==> src/rtl/eeprom_i2c_pkg.sv <==
package eeprom_i2c_pkg;

    typedef enum logic [3:0] {
        ST_IDLE,
        ST_DEV,
        ST_DEV_ACK,
        ST_ADDR,
        ST_ADDR_ACK,
        ST_WDATA,
        ST_WDATA_ACK,
        ST_RDATA,
        ST_RACK
    } slv_state_e;

    typedef struct packed {
        slv_state_e st;
        logic [3:0] cnt;
        logic [7:0] sh;
        logic       rw;
        logic       mack;
        logic       sda_oe;
        logic       wr_stb;
        logic [7:0] wr_data;
    } slv_regs_t;

endpackage

==> src/rtl/i2c_line_sync.sv <==
module i2c_line_sync #(
    parameter int unsigned STAGES = 2
) (
    input  logic clk,
    input  logic rst_n,
    input  logic scl_i,
    input  logic sda_i,
    output logic sda_lvl,
    output logic scl_rise,
    output logic scl_fall,
    output logic start_ev,
    output logic stop_ev
);
    logic [STAGES-1:0] scl_pipe_q;
    logic [STAGES-1:0] sda_pipe_q;
    logic              scl_prev_q;
    logic              sda_prev_q;
    logic              scl_lvl;

    always_ff @(posedge clk or negedge rst_n) begin
        if (!rst_n) begin
            scl_pipe_q <= '1;
            sda_pipe_q <= '1;
            scl_prev_q <= 1'b1;
            sda_prev_q <= 1'b1;
        end else begin
            scl_pipe_q <= {scl_pipe_q[STAGES-2:0], scl_i};
            sda_pipe_q <= {sda_pipe_q[STAGES-2:0], sda_i};
            scl_prev_q <= scl_pipe_q[STAGES-1];
            sda_prev_q <= sda_pipe_q[STAGES-1];
        end
    end

    assign scl_lvl  = scl_pipe_q[STAGES-1];
    assign sda_lvl  = sda_pipe_q[STAGES-1];
    assign scl_rise = scl_lvl & ~scl_prev_q;
    assign scl_fall = ~scl_lvl & scl_prev_q;
    assign start_ev = scl_lvl & scl_prev_q & sda_prev_q & ~sda_lvl;
    assign stop_ev  = scl_lvl & scl_prev_q & ~sda_prev_q & sda_lvl;
endmodule

==> src/rtl/eeprom_addr_ptr.sv <==
module eeprom_addr_ptr #(
    parameter int unsigned AW = 11
) (
    input  logic          clk,
    input  logic          rst_n,
    input  logic          ld_hi,
    input  logic [AW-9:0] hi_val,
    input  logic          ld_lo,
    input  logic [7:0]    lo_val,
    input  logic          inc,
    output logic [AW-1:0] ptr
);
    logic [AW-1:0] ptr_d, ptr_q;

    always_comb begin
        ptr_d = ptr_q;
        if (ld_hi) ptr_d[AW-1:8] = hi_val;
        if (ld_lo) ptr_d[7:0]    = lo_val;
        if (inc)   ptr_d         = ptr_q + 1'b1;
    end

    always_ff @(posedge clk or negedge rst_n) begin
        if (!rst_n) ptr_q <= '0;
        else        ptr_q <= ptr_d;
    end

    assign ptr = ptr_q;
endmodule

==> src/rtl/eeprom_i2c_slave.sv <==
module eeprom_i2c_slave
    import eeprom_i2c_pkg::*;
#(
    parameter int unsigned AW          = 11,
    parameter logic [3:0]  DEV_CODE    = 4'b1010,
    parameter int unsigned SYNC_STAGES = 2
) (
    input  logic          clk,
    input  logic          rst_n,
    input  logic          por_active,
    input  logic          wbusy,
    input  logic          scl_i,
    input  logic          sda_i,
    output logic          sda_oe,
    output logic [AW-1:0] mem_addr,
    input  logic [7:0]    mem_rdata,
    output logic          wr_stb,
    output logic [AW-1:0] wr_addr,
    output logic [7:0]    wr_data
);
    localparam int unsigned BW = AW - 8;

    logic sda_lvl, scl_rise, scl_fall, start_ev, stop_ev;
    logic ld_hi, ld_lo, inc;
    logic [AW-1:0] ptr;

    slv_regs_t     r_d, r_q;
    logic [AW-1:0] wr_addr_d, wr_addr_q;

    i2c_line_sync #(.STAGES(SYNC_STAGES)) u_sync (
        .clk(clk), .rst_n(rst_n), .scl_i(scl_i), .sda_i(sda_i),
        .sda_lvl(sda_lvl), .scl_rise(scl_rise), .scl_fall(scl_fall),
        .start_ev(start_ev), .stop_ev(stop_ev)
    );

    eeprom_addr_ptr #(.AW(AW)) u_ptr (
        .clk(clk), .rst_n(rst_n),
        .ld_hi(ld_hi), .hi_val(r_q.sh[BW:1]),
        .ld_lo(ld_lo), .lo_val(r_q.sh),
        .inc(inc), .ptr(ptr)
    );

    always_comb begin
        r_d        = r_q;
        wr_addr_d  = wr_addr_q;
        r_d.wr_stb = 1'b0;
        ld_hi      = 1'b0;
        ld_lo      = 1'b0;
        inc        = 1'b0;
        if (por_active) begin
            r_d.st     = ST_IDLE;
            r_d.sda_oe = 1'b0;
            r_d.cnt    = '0;
        end else if (start_ev) begin
            r_d.st     = ST_DEV;
            r_d.sda_oe = 1'b0;
            r_d.cnt    = '0;
        end else if (stop_ev) begin
            r_d.st     = ST_IDLE;
            r_d.sda_oe = 1'b0;
        end else begin
            unique case (r_q.st)
                ST_DEV, ST_ADDR, ST_WDATA: begin
                    if (scl_rise && r_q.cnt < 4'd8) begin
                        r_d.sh  = {r_q.sh[6:0], sda_lvl};
                        r_d.cnt = r_q.cnt + 4'd1;
                    end
                    if (scl_fall && r_q.cnt == 4'd8) begin
                        r_d.cnt = '0;
                        if (r_q.st == ST_DEV) begin
                            if (r_q.sh[7:4] == DEV_CODE && !wbusy) begin
                                r_d.sda_oe = 1'b1;
                                r_d.rw     = r_q.sh[0];
                                r_d.st     = ST_DEV_ACK;
                                ld_hi      = ~r_q.sh[0];
                            end else begin
                                r_d.st = ST_IDLE;
                            end
                        end else if (r_q.st == ST_ADDR) begin
                            r_d.sda_oe = 1'b1;
                            r_d.st     = ST_ADDR_ACK;
                            ld_lo      = 1'b1;
                        end else begin
                            r_d.sda_oe  = 1'b1;
                            r_d.st      = ST_WDATA_ACK;
                            r_d.wr_stb  = 1'b1;
                            r_d.wr_data = r_q.sh;
                            wr_addr_d   = ptr;
                            inc         = 1'b1;
                        end
                    end
                end
                ST_DEV_ACK: begin
                    if (scl_fall) begin
                        r_d.cnt = '0;
                        if (r_q.rw) begin
                            r_d.st     = ST_RDATA;
                            r_d.sh     = mem_rdata;
                            r_d.sda_oe = ~mem_rdata[7];
                        end else begin
                            r_d.st     = ST_ADDR;
                            r_d.sda_oe = 1'b0;
                        end
                    end
                end
                ST_ADDR_ACK, ST_WDATA_ACK: begin
                    if (scl_fall) begin
                        r_d.st     = ST_WDATA;
                        r_d.sda_oe = 1'b0;
                        r_d.cnt    = '0;
                    end
                end
                ST_RDATA: begin
                    if (scl_fall) begin
                        if (r_q.cnt == 4'd7) begin
                            r_d.sda_oe = 1'b0;
                            r_d.st     = ST_RACK;
                            r_d.cnt    = '0;
                            inc        = 1'b1;
                        end else begin
                            r_d.sh     = {r_q.sh[6:0], 1'b0};
                            r_d.sda_oe = ~r_q.sh[6];
                            r_d.cnt    = r_q.cnt + 4'd1;
                        end
                    end
                end
                ST_RACK: begin
                    if (scl_rise) r_d.mack = ~sda_lvl;
                    if (scl_fall) begin
                        if (r_q.mack) begin
                            r_d.st     = ST_RDATA;
                            r_d.sh     = mem_rdata;
                            r_d.sda_oe = ~mem_rdata[7];
                            r_d.cnt    = '0;
                        end else begin
                            r_d.st = ST_IDLE;
                        end
                    end
                end
                default: r_d.st = ST_IDLE;
            endcase
        end
    end

    always_ff @(posedge clk or negedge rst_n) begin
        if (!rst_n) begin
            r_q       <= '{st: ST_IDLE, default: '0};
            wr_addr_q <= '0;
        end else begin
            r_q       <= r_d;
            wr_addr_q <= wr_addr_d;
        end
    end

    assign sda_oe   = r_q.sda_oe;
    assign wr_stb   = r_q.wr_stb;
    assign wr_data  = r_q.wr_data;
    assign wr_addr  = wr_addr_q;
    assign mem_addr = ptr;
endmodule

==> config.mk <==
export PLATFORM = sky130hd
export DESIGN_NAME = eeprom_i2c_slave
export DESIGN_NICKNAME = d
export VERILOG_FILES = /design/src/rtl/eeprom_i2c_pkg.sv /design/src/rtl/i2c_line_sync.sv /design/src/rtl/eeprom_addr_ptr.sv /design/src/rtl/eeprom_i2c_slave.sv
export SDC_FILE = /design/constraint.sdc
export NUM_CORES = 1
export LEC_CHECK = 0
export BUFFER_PORTS_ARGS = -buffer_cell sky130_fd_sc_hd__buf_2
export CORE_MARGIN = 4
export CORE_UTILIZATION = 40
export DETAILED_ROUTE_END_ITERATION = 12
export PLACE_DENSITY = 0.56
export SYNTH_ARGS = -nofsm -noshare
export SYNTH_HDL_FRONTEND = slang
export SYNTH_SLANG_ARGS = --single-unit
==> constraint.sdc <==
create_clock -name clk -period 2.42 [get_ports clk]
set_input_delay 0.484 -clock clk [delete_from_list [all_inputs] [get_ports clk]]
set_output_delay 0.484 -clock clk [all_outputs]
set_load 0.01 [all_outputs]
==> reports/summary.txt, run 1 <==
outcome - finished clean
min Tclk post-route - 2280 ps
IO Port Bufs - 45
die height - 95.2 um
Seq/Total Area, Yosys - 46.4%
post-route clock period utilization - 94.4%
Initial DRT Pass Iterations - 4
hold buffer count at CTS - 0
WL met3 - 315 um
Setup Buffers After CTS - 0
initial antenna violation count - 0
DR DRC count - 0
worst vdd ir - 360 uV
largest net degree at the start of global routing - 57
Critical Path Sink Type - flop
Synth top area share - 41.2%
initial core utilization - 41.4%
post-cts sizing count - 0
DP HPWL - 5400 um
count leader, synth - dfrtp_1
Setup TNS Final - 0 ps
number of top-level pins - 46
Total GRT Usage - 16.9%
vias per cell - 5.36
final core utilization - 47.7%
footprint of the multi-input gates - 1500 sq um
max_cap viols - 0
worst min path class - in -> reg
Yosys reg bits - 56
Synth-to-Final Area Change - 15.2%
Pwr per Cell Area - 467 nW/um^2
placed instance count - 438
Synth area leaders - dfrtp_1 (41%), mux2_2 (14%), dfstp_2 (5.2%)
worst r2r path cells - 6
Root Buffer - clkbuf_8
1st-iter DRT viols - 102
Gate Count Post-Synth - 299
full die area - 9050 sq um
Placer Congestion - 0.882
Tot Pwr - 1.63 mW
Slew headroom - 51.9%
Worst Path Required - 2680 ps
number of flops mapped to enable cells by yosys - 0
syn_nets - 316
ratio of cells with drive above 1 in the final layout - 35.2%
pin slew with the least headroom to its limit - 722 ps
# nets final - 363
RSZ-0062 raised after global routing - no
register area - 1410 sq um
dpl ws - 80.6 ps
global-route wire length before repair - 12000 um
vias in the first global route - 2366
YS warnings - 0
# clock sinks - 56
clk_skew - 9.21 ps
Slew Viols, Final - 0
setup violators final - 0
clk slew on worst S/H paths - 110 ps
H-tree Lvls - 2
final worst setup slack - 135 ps
critical path launch point type - flop
Finished Layout Cells - 446
CP Class - reg -> reg
Core ar. - 7330 sq um
CTS Buf Count - 5
antenna fix cells - 0
final hold slack - 254 ps
Avg Cell Area, Syn - 10.2 sq um
WL met1 - 3660 um
via count - 2389
Highest Signal Layer - met4
ys async rst share - 100%
cell taking the most area after synthesis - dfrtp_1
# fillers - 707
CTS tree - built
Final ANT Viol Nets - 0
Clock Latency Late Sink - 320 ps
Netlist cell types - 52
final hold vios - 0
Routed WL - 7300 um
die width - 95.2 um
cell area after synthesis - 3040 sq um
leakage power - 1.70 nW
routed length on met2 - 3230 um
top post-synthesis cells by count - dfrtp_1 (50), mux2_2 (39), nand2_1 (27), nor2_1 (25), o21ai_0 (14)
worst hold path depth - 1
CP arrival - 2550 ps
gr ovfl total - 0
fmax - 0.438 GHz
Critical Path Fanout Max - 9
final instance area - 3500 sq um
Rows - 31
clock buffer depth - 2
Post-DP Area - 3390 sq um
Synth Flop Type - dfrtp_1
Avg WL per Cell - 16.4 um
## routing by layer
layer	vias up	track usage [%]
met4	0	4.57
met1	1158	24.8
met2	56	25.4
met3	9	3.16
met5	-	0
li1	1166	-
## cell families after synthesis
kind of cell	synth area share [%]
flip-flops	46.4
AND/OR/NAND/NOR	19.0
XOR/XNOR	0.577
multiplexers	15.1
buffers and inverters	4.74
adder cells (fa/ha/maj)	1.24
AO/OA/AOI/OAI	13.0
## critical path, cell delays in order, from the launching register on
cell and delay (ps):
dfrtp_1 550, nand4b_2 240, or3_1 440, a211o_1 420, or2_1 310, nor3_1 140
a221o_1 130
## registers in the layout, indices dropped and copies added (netlist names)
name / cells
u_sync.sda_pipe_q: 2
u_sync.sda_prev_q: 1
u_sync.scl_pipe_q: 2
u_sync.scl_prev_q: 1
wr_stb: 1
r_q: 18
u_ptr.ptr: 11
wr_data: 8
wr_addr: 11
sda_oe: 1
## cells in the final DEF (no fill, tap or decap), types with 3 or more instances in the layout
cell type  instances
buf_2             45
nand4_1            5
dfrtp_1           50
buf_4             16
o21ai_0           14
clkbuf_8           5
a221o_1            4
nand2b_1           7
a21oi_1           11
nor2_1            25
o21ai_1            4
mux2_2            39
ha_1               3
nor2b_1            7
o22ai_1            3
inv_1              6
nand3_1           11
dfstp_2            6
and2_1             3
nand3b_1           3
nand2_1           27
a22oi_1            3
nor3_1             7
## where the power goes
group	total, mW	internal [mW]	switching (mW)
clock	0.552	0.212	0.340
combinational	0.0980	0.0418	0.0561
sequential	0.983	0.957	0.0265
## worst paths after layout
path                       slack (ps)                 start              endpoint
min                               250                 sda_i  u_sync.sda_pipe_q[0]
max reg2reg                       140               r_q[26]          u_ptr.ptr[9]
min in group asynchronous         290                 rst_n               r_q[23]
min reg2reg                       360  u_sync.sda_pipe_q[0]  u_sync.sda_pipe_q[1]
max                               140               r_q[26]          u_ptr.ptr[9]
max in group asynchronous        1650                 rst_n            wr_addr[5]
## cell type report
cell class | count | share of cell area [%]
tap | 99 | 3.54
sequential | 56 | 40.3
clock inverter | 3 | 0.751
inverter | 6 | 0.644
timing repair buffer | 61 | 9.87
multi-input combinational | 216 | 43.0
clock buffer | 5 | 1.97
Power figures use the tool's default switching activity.
==> run 2: changes to the inputs <==
- ABC_AREA: default -> 1
==> reports/summary.txt, run 2 <==
outcome - finished clean
Setup Buffers After CTS - 0
full die area - 9450 sq um
Critical Path Fanout Max - 11
Worst Path Required - 2670 ps
most used routing layer - met1
Synth top area share - 39.3%
CTS Buf Count - 5
YS warnings - 0
clock buffer depth - 2
# nets final - 489
# clock sinks - 56
Initial DRT Pass Iterations - 4
cell area after synthesis - 3180 sq um
Slew Viols, Final - 0
grt met3 use - 3.16%
syn_nets - 451
RSZ-0062 raised after global routing - no
CP Class - reg -> reg
DP HPWL - 5810 um
vias per cell - 4.94
M1 GR Usage - 25.5%
worst min path class - in -> reg
IO Port Bufs - 45
Core ar. - 7730 sq um
final worst setup slack - 358 ps
Largest register FFs - 18
Gate Count Post-Synth - 434
pin slew with the least headroom to its limit - 698 ps
die width - 97.2 um
Avg WL per Cell - 13.2 um
critical path launch point type - flop
min Tclk post-route - 2060 ps
cell taking the most area after synthesis - dfrtp_1
post-cts sizing count - 0
number of top-level pins - 46
Netlist cell types - 29
initial core utilization - 41.2%
worst vdd ir - 233 uV
ratio of cells with drive above 1 in the final layout - 18.0%
Total GRT Usage - 16.9%
Seq/Total Area, Yosys - 44.2%
Synth area leaders - dfrtp_1 (39%), nand2_1 (17%), nand3_1 (7.2%)
DR DRC count - 0
Pwr per Cell Area - 482 nW/um^2
count leader, synth - nand2_1
gr ovfl total - 0
Critical Path Sink Type - flop
Clock Latency Late Sink - 320 ps
hold buffer count at CTS - 0
H-tree Lvls - 2
via count - 2842
clk slew on worst S/H paths - 100 ps
Synth-to-Final Area Change - 11.9%
max_cap viols - 0
global-route wire length before repair - 13200 um
Placer Congestion - 0.916
number of flops mapped to enable cells by yosys - 0
commonest non-fill, non-tap cell in the layout - nand2_1
Rows - 32
final instance area - 3560 sq um
top post-synthesis cells by count - nand2_1 (141), dfrtp_1 (50), nand3_1 (46), nor2_1 (45), inv_1 (39)
CTS tree - built
Post-DP Area - 3450 sq um
Setup TNS Final - 0 ps
1st-iter DRT viols - 128
antenna fix cells - 0
fmax - 0.485 GHz
Synth Flop Type - dfrtp_1
die height - 97.2 um
final core utilization - 46.1%
Avg Cell Area, Syn - 7.34 sq um
dpl ws - 391 ps
Yosys reg bits - 56
initial antenna violation count - 0
Routed WL - 7570 um
clk_skew - 8.25 ps
setup violators final - 0
final hold vios - 0
largest net degree at the start of global routing - 57
Reg with most FFs - r_q
leakage power - 1.88 nW
Final ANT Viol Nets - 0
vias in the first global route - 2686
Root Buffer - clkbuf_8
CP arrival - 2310 ps
ys async rst share - 100%
Slew headroom - 53.5%
post-route clock period utilization - 85.2%
GR Util met2 - 25.1%
commonest non-fill, non-tap cells in the layout - nand2_1 (141), dfrtp_1 (50), nand3_1 (46)
## run 2: changes by cell type after synthesis, sizes merged, moves of 13 or more
cell / previous run / this run
nor2: 25 / 54
nand3: 11 / 47
nand2: 28 / 148
mux2: 39 / 0
o21ai: 18 / 31
inv: 6 / 45
## run 2: final cells by class
cell class | count | area, sq um
tap | 102 | 128
clock buffer | 6 | 72.6
inverter | 45 | 169
fill | 813 | 4170
sequential | 56 | 1410
timing repair buffer | 46 | 233
clock inverter | 2 | 38.8
multi-input combinational | 318 | 1510
## run 2: path summary, 6_finish.rpt
kind	slack, ps	to	cells after the start	from
worst min-delay path	260	u_sync.sda_pipe_q[0]	1	sda_i
worst max register to register	360	u_ptr.ptr[3]	10	r_q[20]
worst min register to register	360	u_sync.sda_pipe_q[1]	0	u_sync.sda_pipe_q[0]
max in group asynchronous	1670	r_q[22]	2	rst_n
min in group asynchronous	290	wr_addr[7]	2	rst_n
worst max-delay path	360	u_ptr.ptr[3]	10	r_q[20]
## run 2: cell families (layout without fill, tap and decap cells)
kind of cell    after synthesis  count (layout)  synth area share (%)
compound gates               44              44                  7.50
xor+xnor                      7               7                  1.93
fa+ha+maj                     3               3                  1.18
buf+inv                      60              99                  8.25
flops                        56              56                  44.2
simple gates                264             264                  36.9
## run 2: metal layers
| layer | share of wire (%) | up-vias |
|---|---|---|
| met2 | 44 | 61 |
| met4 | 1.0 | 0 |
| li1 | - | 1454 |
| met1 | 50 | 1321 |
| met3 | 4.5 | 6 |
| met5 | 0 | - |
## run 2: worst max-delay path, cell delays in order, from the launching register on
cell	delay, ps
dfrtp_1	430
inv_1	70
ha_1	170
nand3_1	80
nor2_1	210
nand2_1	150
nand2_1	190
nand2_1	270
nand2_1	240
nor2_1	60
a21oi_1	110
## run 2: power by group
| group | internal (mW) | total, mW | switching (mW) |
|---|---|---|---|
| combinational | 0.0352 | 0.110 | 0.0752 |
| sequential | 0.957 | 0.976 | 0.0188 |
| clock | 0.313 | 0.632 | 0.319 |
| total | 1.31 | 1.72 | 0.413 |
## run 2: per-stage QoR
stage,hold slack (ps),std cells,power (mW)
after floorplan,188,434,1.05
after global placement,346,567,1.11
after detailed placement,347,567,1.11
after CTS,253,575,1.74
after global routing,241,575,1.81
final,259,575,1.72
